## src/rtl/xover_pkg.sv

```systemverilog
package xover_pkg;

  typedef enum logic [2:0] {
    ST_IDLE,
    ST_SIG_REQ,
    ST_SIG_WAIT,
    ST_LNK_DELAY,
    ST_LNK_REQ,
    ST_LNK_WAIT,
    ST_DONE,
    ST_FAIL
  } seqState_t;

  // Strobes from the control FSM to the datapath
  typedef struct packed {
    logic clrTry;
    logic incTry;
    logic loadDelay;
    logic decDelay;
    logic selMdi;
    logic selFlip;
    logic clrStatus;
    logic setDone;
    logic setFail;
  } dpCmd_t;

endpackage

```

## src/rtl/xover_dp.sv

```systemverilog
module xover_dp
  import xover_pkg::*;
#(
  parameter int MAX_TRIES       = 100,
  parameter int INTERVAL_CYCLES = 30_000_000
) (
  input  logic   clk,
  input  logic   rstN,
  input  dpCmd_t cmd,
  output logic   tryLast,
  output logic   delayZero,
  output logic   xoverSel,
  output logic   done,
  output logic   fail
);

  localparam int TRY_W = $clog2(MAX_TRIES + 1);
  localparam int DLY_W = (INTERVAL_CYCLES > 2) ? $clog2(INTERVAL_CYCLES) : 1;
  localparam logic [TRY_W-1:0] TRY_MAX  = TRY_W'(MAX_TRIES);
  localparam logic [DLY_W-1:0] DLY_LOAD = DLY_W'(INTERVAL_CYCLES - 1);

  logic [TRY_W-1:0] tryCnt;
  logic [DLY_W-1:0] dlyCnt;

  // Attempt counter, shared by both phases
  always_ff @(posedge clk) begin
    if (!rstN)            tryCnt <= '0;
    else if (cmd.clrTry)  tryCnt <= '0;
    else if (cmd.incTry)  tryCnt <= tryCnt + 1'b1;
  end

  // Settling interval before each link read
  always_ff @(posedge clk) begin
    if (!rstN)               dlyCnt <= '0;
    else if (cmd.loadDelay)  dlyCnt <= DLY_LOAD;
    else if (cmd.decDelay)   dlyCnt <= dlyCnt - 1'b1;
  end

  // Pair select register
  always_ff @(posedge clk) begin
    if (!rstN)             xoverSel <= 1'b0;
    else if (cmd.selMdi)   xoverSel <= 1'b0;
    else if (cmd.selFlip)  xoverSel <= ~xoverSel;
  end

  // Outcome flags
  always_ff @(posedge clk) begin
    if (!rstN || cmd.clrStatus) begin
      done <= 1'b0;
      fail <= 1'b0;
    end else begin
      if (cmd.setDone) done <= 1'b1;
      if (cmd.setFail) fail <= 1'b1;
    end
  end

  assign tryLast   = (tryCnt == TRY_MAX);
  assign delayZero = (dlyCnt == '0);

endmodule

```

## src/rtl/xover_ctrl.sv

```systemverilog
module xover_ctrl
  import xover_pkg::*;
(
  input  logic   clk,
  input  logic   rstN,
  input  logic   start,
  input  logic   mdioPending,
  input  logic   sigSeen,
  input  logic   linkSeen,
  input  logic   tryLast,
  input  logic   delayZero,
  output dpCmd_t cmd,
  output logic   busy,
  output logic   mdioReq,
  output logic   inLinkPhase
);

  seqState_t state, nextState;

  always_ff @(posedge clk) begin
    if (!rstN) state <= ST_IDLE;
    else       state <= nextState;
  end

  always_comb begin
    nextState = state;
    cmd       = '0;
    unique case (state)
      ST_IDLE, ST_DONE, ST_FAIL: begin
        if (start) begin
          nextState     = ST_SIG_REQ;
          cmd.clrTry    = 1'b1;
          cmd.clrStatus = 1'b1;
        end
      end
      ST_SIG_REQ: begin
        cmd.incTry = 1'b1;
        nextState  = ST_SIG_WAIT;
      end
      ST_SIG_WAIT: begin
        if (!mdioPending) begin
          if (sigSeen) begin
            cmd.selMdi    = 1'b1;
            cmd.clrTry    = 1'b1;
            cmd.loadDelay = 1'b1;
            nextState     = ST_LNK_DELAY;
          end else if (tryLast) begin
            cmd.setFail = 1'b1;
            nextState   = ST_FAIL;
          end else begin
            nextState = ST_SIG_REQ;
          end
        end
      end
      ST_LNK_DELAY: begin
        if (delayZero) nextState = ST_LNK_REQ;
        else           cmd.decDelay = 1'b1;
      end
      ST_LNK_REQ: begin
        cmd.incTry = 1'b1;
        nextState  = ST_LNK_WAIT;
      end
      ST_LNK_WAIT: begin
        if (!mdioPending) begin
          if (linkSeen) begin
            cmd.setDone = 1'b1;
            nextState   = ST_DONE;
          end else if (tryLast) begin
            cmd.setFail = 1'b1;
            nextState   = ST_FAIL;
          end else begin
            cmd.selFlip   = 1'b1;
            cmd.loadDelay = 1'b1;
            nextState     = ST_LNK_DELAY;
          end
        end
      end
      default: nextState = ST_IDLE;
    endcase
  end

  assign busy        = !(state inside {ST_IDLE, ST_DONE, ST_FAIL});
  assign mdioReq     = (state == ST_SIG_REQ) || (state == ST_LNK_REQ);
  assign inLinkPhase = state inside {ST_LNK_DELAY, ST_LNK_REQ, ST_LNK_WAIT};

endmodule

```

## src/rtl/xover_top.sv

```systemverilog
module xover_top
  import xover_pkg::*;
#(
  parameter int PHY_ADDR        = 6,
  parameter int SIG_REG         = 17,
  parameter int SIG_BIT         = 1,
  parameter int LINK_REG        = 1,
  parameter int LINK_BIT        = 2,
  parameter int MAX_TRIES       = 100,
  parameter int INTERVAL_CYCLES = 30_000_000
) (
  input  logic        clk,
  input  logic        rstN,
  input  logic        start,
  output logic        busy,
  output logic        done,
  output logic        fail,
  output logic        xoverSel,
  output logic        mdioReq,
  output logic [4:0]  mdioPhyAddr,
  output logic [4:0]  mdioRegAddr,
  input  logic        mdioPending,
  input  logic [15:0] mdioRdData
);

  dpCmd_t cmd;
  logic   tryLast, delayZero, inLinkPhase;
  logic   unusedData;

  assign unusedData = ^mdioRdData;

  xover_ctrl u_ctrl (
    .clk         (clk),
    .rstN        (rstN),
    .start       (start),
    .mdioPending (mdioPending),
    .sigSeen     (mdioRdData[SIG_BIT]),
    .linkSeen    (mdioRdData[LINK_BIT]),
    .tryLast     (tryLast),
    .delayZero   (delayZero),
    .cmd         (cmd),
    .busy        (busy),
    .mdioReq     (mdioReq),
    .inLinkPhase (inLinkPhase)
  );

  xover_dp #(
    .MAX_TRIES       (MAX_TRIES),
    .INTERVAL_CYCLES (INTERVAL_CYCLES)
  ) u_dp (
    .clk       (clk),
    .rstN      (rstN),
    .cmd       (cmd),
    .tryLast   (tryLast),
    .delayZero (delayZero),
    .xoverSel  (xoverSel),
    .done      (done),
    .fail      (fail)
  );

  assign mdioPhyAddr = 5'(PHY_ADDR);
  assign mdioRegAddr = inLinkPhase ? 5'(LINK_REG) : 5'(SIG_REG);

endmodule

```

## config.mk

```make
export PLATFORM = sky130hd
export DESIGN_NAME = xover_top
export DESIGN_NICKNAME = d
export VERILOG_FILES = /design/src/rtl/xover_pkg.sv /design/src/rtl/xover_dp.sv /design/src/rtl/xover_ctrl.sv /design/src/rtl/xover_top.sv
export SDC_FILE = /design/constraint.sdc
export NUM_CORES = 1
export LEC_CHECK = 0
export BUFFER_PORTS_ARGS = -buffer_cell sky130_fd_sc_hd__buf_2
export CAP_MARGIN = 15
export CORE_UTILIZATION = 56
export DETAILED_ROUTE_END_ITERATION = 6
export PLACE_DENSITY = 0.83
export SKIP_CTS_REPAIR_TIMING = 1
export SYNTH_ARGS = -nofsm -noshare
export SYNTH_HDL_FRONTEND = slang
export SYNTH_HIERARCHICAL = 1
export SYNTH_SLANG_ARGS = --single-unit
```

## constraint.sdc

```tcl
create_clock -name clk -period 3.89 [get_ports clk]
set_clock_uncertainty 0.2 [all_clocks]
set_input_delay 0.778 -clock clk [delete_from_list [all_inputs] [get_ports clk]]
set_output_delay 0.778 -clock clk [all_outputs]
set_load 0.01 [all_outputs]
```

==> flow_summary_export.csv <==
group,metric,value,unit
grt,grt_start_max_net_pins,16,
timing,max_slew_margin,41.37,%
yosys,synth_top_area_share,35.49,%
grt,grt_pass1_wl,7.003,mm
yosys,synth-simple-area-share,31.35,%
yosys,async_flop_share,0,%
clocking,cts.clk_slew.worst_paths,0.07,ns
yosys,ys_types,53,
critical_path,r2r_end,"u_dp/dlyCnt[6]",
layout,final.fill_count,299,
power_and_ir_drop,p_leak,0.9175,nW
clocking,clock_path_buffers,2,
timing,tightest_slew,0.8714,ns
timing,fin_tns_setup,0,ns
drt,drtPass1Iterations,5,
grt,grt_pass1_vias,1593,
yosys,ys_ff_latch,38,
critical_path,reg2regPathDepth,8,
power_and_ir_drop,finalPower,1.201,mW
clocking,insertion_delay,0.29,ns
layout,drive_above_1_share,14.12,%
min_path,hold_start,"u_dp/done",
run_status,status,"finished, final reports clean",
layout,diodes,0,
layout,instances_no_fill,310,
critical_path,worstSetupStartpoint,"u_dp/dlyCnt[3]",
yosys,yosys.area.top_type,"dfxtp_1",
yosys,ys_top_cells_by_area,"dfxtp_1 (35%), buf_4 (4.6%), nor2_1 (4.4%)",
drt,via_per_inst,5.703,
min_path,hold_class,"reg -> reg",
placed_design,dp_hpwl,2.736,mm
yosys,synthMuxAreaShare,0.4670,%
placed_design,dp_cells,302,
critical_path,critical_path_class,"reg -> reg",
floorplan,die_h,63.87,um
clocking,clkSinkCount,38,
grt,gr-total-overflow,0,
floorplan,start_util,58.54,%
critical_path,crit_path_start_kind,"flip-flop",
floorplan,pin_count,35,
timing,finalSetupViolations,0,
clocking,clock_tree.root_cell,"clkbuf_8",
yosys,dominantRegCellSynth,"dfxtp_1",
layout,seq_area,760.7,um^2
min_path,hold_end,"u_dp/done",
timing,rsz0062_at_grt,"false",
placed_design,io_buffers,11,
drt,vias,1768,
floorplan,die-area,4079,um^2
critical_path,crit_family,"simple AND/OR/NAND/NOR gates",
grt,grtUsageTotal,22.02,%
yosys,postSynthAreaPerCell,8.539,um^2
yosys,synth_top_family_by_area,"simple AND/OR/NAND/NOR gates",
floorplan,die_w,63.87,um
layout,design_area,2328,um^2
layout,multi_input_area,1235,um^2
yosys,yosys.area_share.adder,2.335,%
power_and_ir_drop,powerDensity,515.9,nW/um^2
drt,met1Wirelength,1.966,mm
timing,finalCritPeriodShare,85.28,%
critical_path,crit_chain,"or3_1, or4b_2, nor4_1, nor2_1, and3b_1, nand2_1, xnor2_1, o21a_1",
drt,route.met2.wl,1.945,mm
clocking,cts_made_buffers,5,
critical_path,crit_path_end_kind,"flip-flop",
yosys,seq_area_frac_synth,35.49,%
min_path,min_path_cells,2,
drt,route.met3.wl,166,um
timing,hold_ws,0.2837,ns
timing,timing.fmax,301.4,MHz
layout,area_delta_synth_final,8.640,%
critical_path,required,3.87,ns
critical_path,critical_path_buf_inv_count,0,
timing,period_needed,3.317,ns
yosys,synth_area,2143,um^2
yosys,synth_xor_area_share,7.764,%
placed_design,gp_congestion,0.7772,
drt,wl_per_cell,13.32,um
clocking,cts_tree,"done",
clocking,htree_levels,2,
yosys,synth_compound_area_share,14.13,%
job,maxCapViolCount,0,
drt,remaining_drc_errors,0,
drt,drt-initial-drc-count,88,
yosys,synth_enable_flop_cells,0,
power_and_ir_drop,irDropWorstVdd,0.2495,mV
critical_path,ff2ff_setup_slack,0.57,ns
floorplan,rows,22,
drt,routed.top_layer,"met4",
yosys,ys_warn_count,6,
critical_path,critPathSlowestCell,"or4b_2",
critical_path,path_max_fanout,8,
yosys,synth.most_common_cell,"dfxtp_1",
drt,wl,4.128,mm
critical_path,max_stage_delay,0.64,ns
grt,antenna_found_initial,0,
timing,slew_viol_final,0,
placed_design,postPlaceCellArea,2186,um^2
floorplan,design.core.area,3661,um^2
critical_path,arrival,3.30,ns
critical_path,reg2reg_from,"u_dp/dlyCnt[3]",
drt,postRouteAntennaNets,0,
timing,hold_viol_final,0,
yosys,synth_common_cells,"dfxtp_1 (38), nor2_1 (25), a21oi_1 (15)",
layout,fin_nets,285,
yosys,synthCells,251,
-- cell usage in the layout, fill, tap and decap left out, types with 6 or more instances in the layout --
cell,count
clkbuf_8,6
buf_2,11
nor4_1,6
o21ai_0,6
dfxtp_1,38
o31ai_1,9
nor2_1,25
nor3_1,6
inv_1,11
a21oi_1,15
or4_1,8
conb_1,9
xnor2_1,10
xor2_1,9
nand2_1,14
-- worst max-delay path by stage --
stage | endpoint | slack, ns | cells past startpoint
floorplan | u_dp/dlyCnt[23] | 0.97 | 9
global placement | u_dp/dlyCnt[6] | 0.67 | 8
detailed placement | u_dp/dlyCnt[6] | 0.64 | 8
CTS | u_dp/dlyCnt[6] | 0.59 | 8
global route | u_dp/dlyCnt[6] | 0.44 | 8
finish | u_dp/dlyCnt[6] | 0.57 | 8
-- power by group --
part | internal, mW | total (mW) | switching, mW | leakage, nW
Clock | 0.274 | 0.416 | 0.143 | 0.0714
Combinational | 0.135 | 0.330 | 0.195 | 0.539
Sequential | 0.421 | 0.454 | 0.0337 | 0.307
-- metrics by stage --
step	util (%)	setup WS, ns
2_1_floorplan	-	0.9669
3_3_place_gp	59.71	0.6748
3_5_place_dp	59.71	0.6448
4_1_cts	63.60	0.5922
5_1_grt	63.60	0.4399
6_report	63.60	0.5727
-- worst register-to-register path: stages (launching register included) --
cell     delay (ns)
dfxtp_1        0.36
or3_1          0.43
or4b_2         0.64
nor4_1         0.47
nor2_1         0.26
and3b_1        0.31
nand2_1        0.24
xnor2_1        0.12
o21a_1         0.18
-- metal layers --
metal / up-vias / track usage (%)
met1: 822 / 27.02
met3: 4 / 6.786
met4: 0 / 8.807
li1: 899 / -
met2: 43 / 35.64
met5: - / 0
-- state kept, by name, summed over array words and instances (netlist names) --
register,count
u_dp/fail,1
u_ctrl/state,3
u_dp/tryCnt,7
u_dp/xoverSel,1
u_dp/dlyCnt,25
u_dp/done,1
-- cell families after synthesis --
family | after synthesis
buffers and inverters | 31
AOI/OAI and AO/OA | 47
and+or+nand+nor | 109
xor gates and xnor gates | 19
adders and majority gates | 4
muxes | 1
DFF | 38
other | 2
-- cell type report --
class	instances	area share, %
multi-input combinational	189	53.04
clock buffer	6	3.546
tap	48	2.579
inverter	12	1.934
timing repair buffer	15	3.654
sequential	38	32.67
clock inverter	2	2.579
Power figures use the tool's default switching activity.
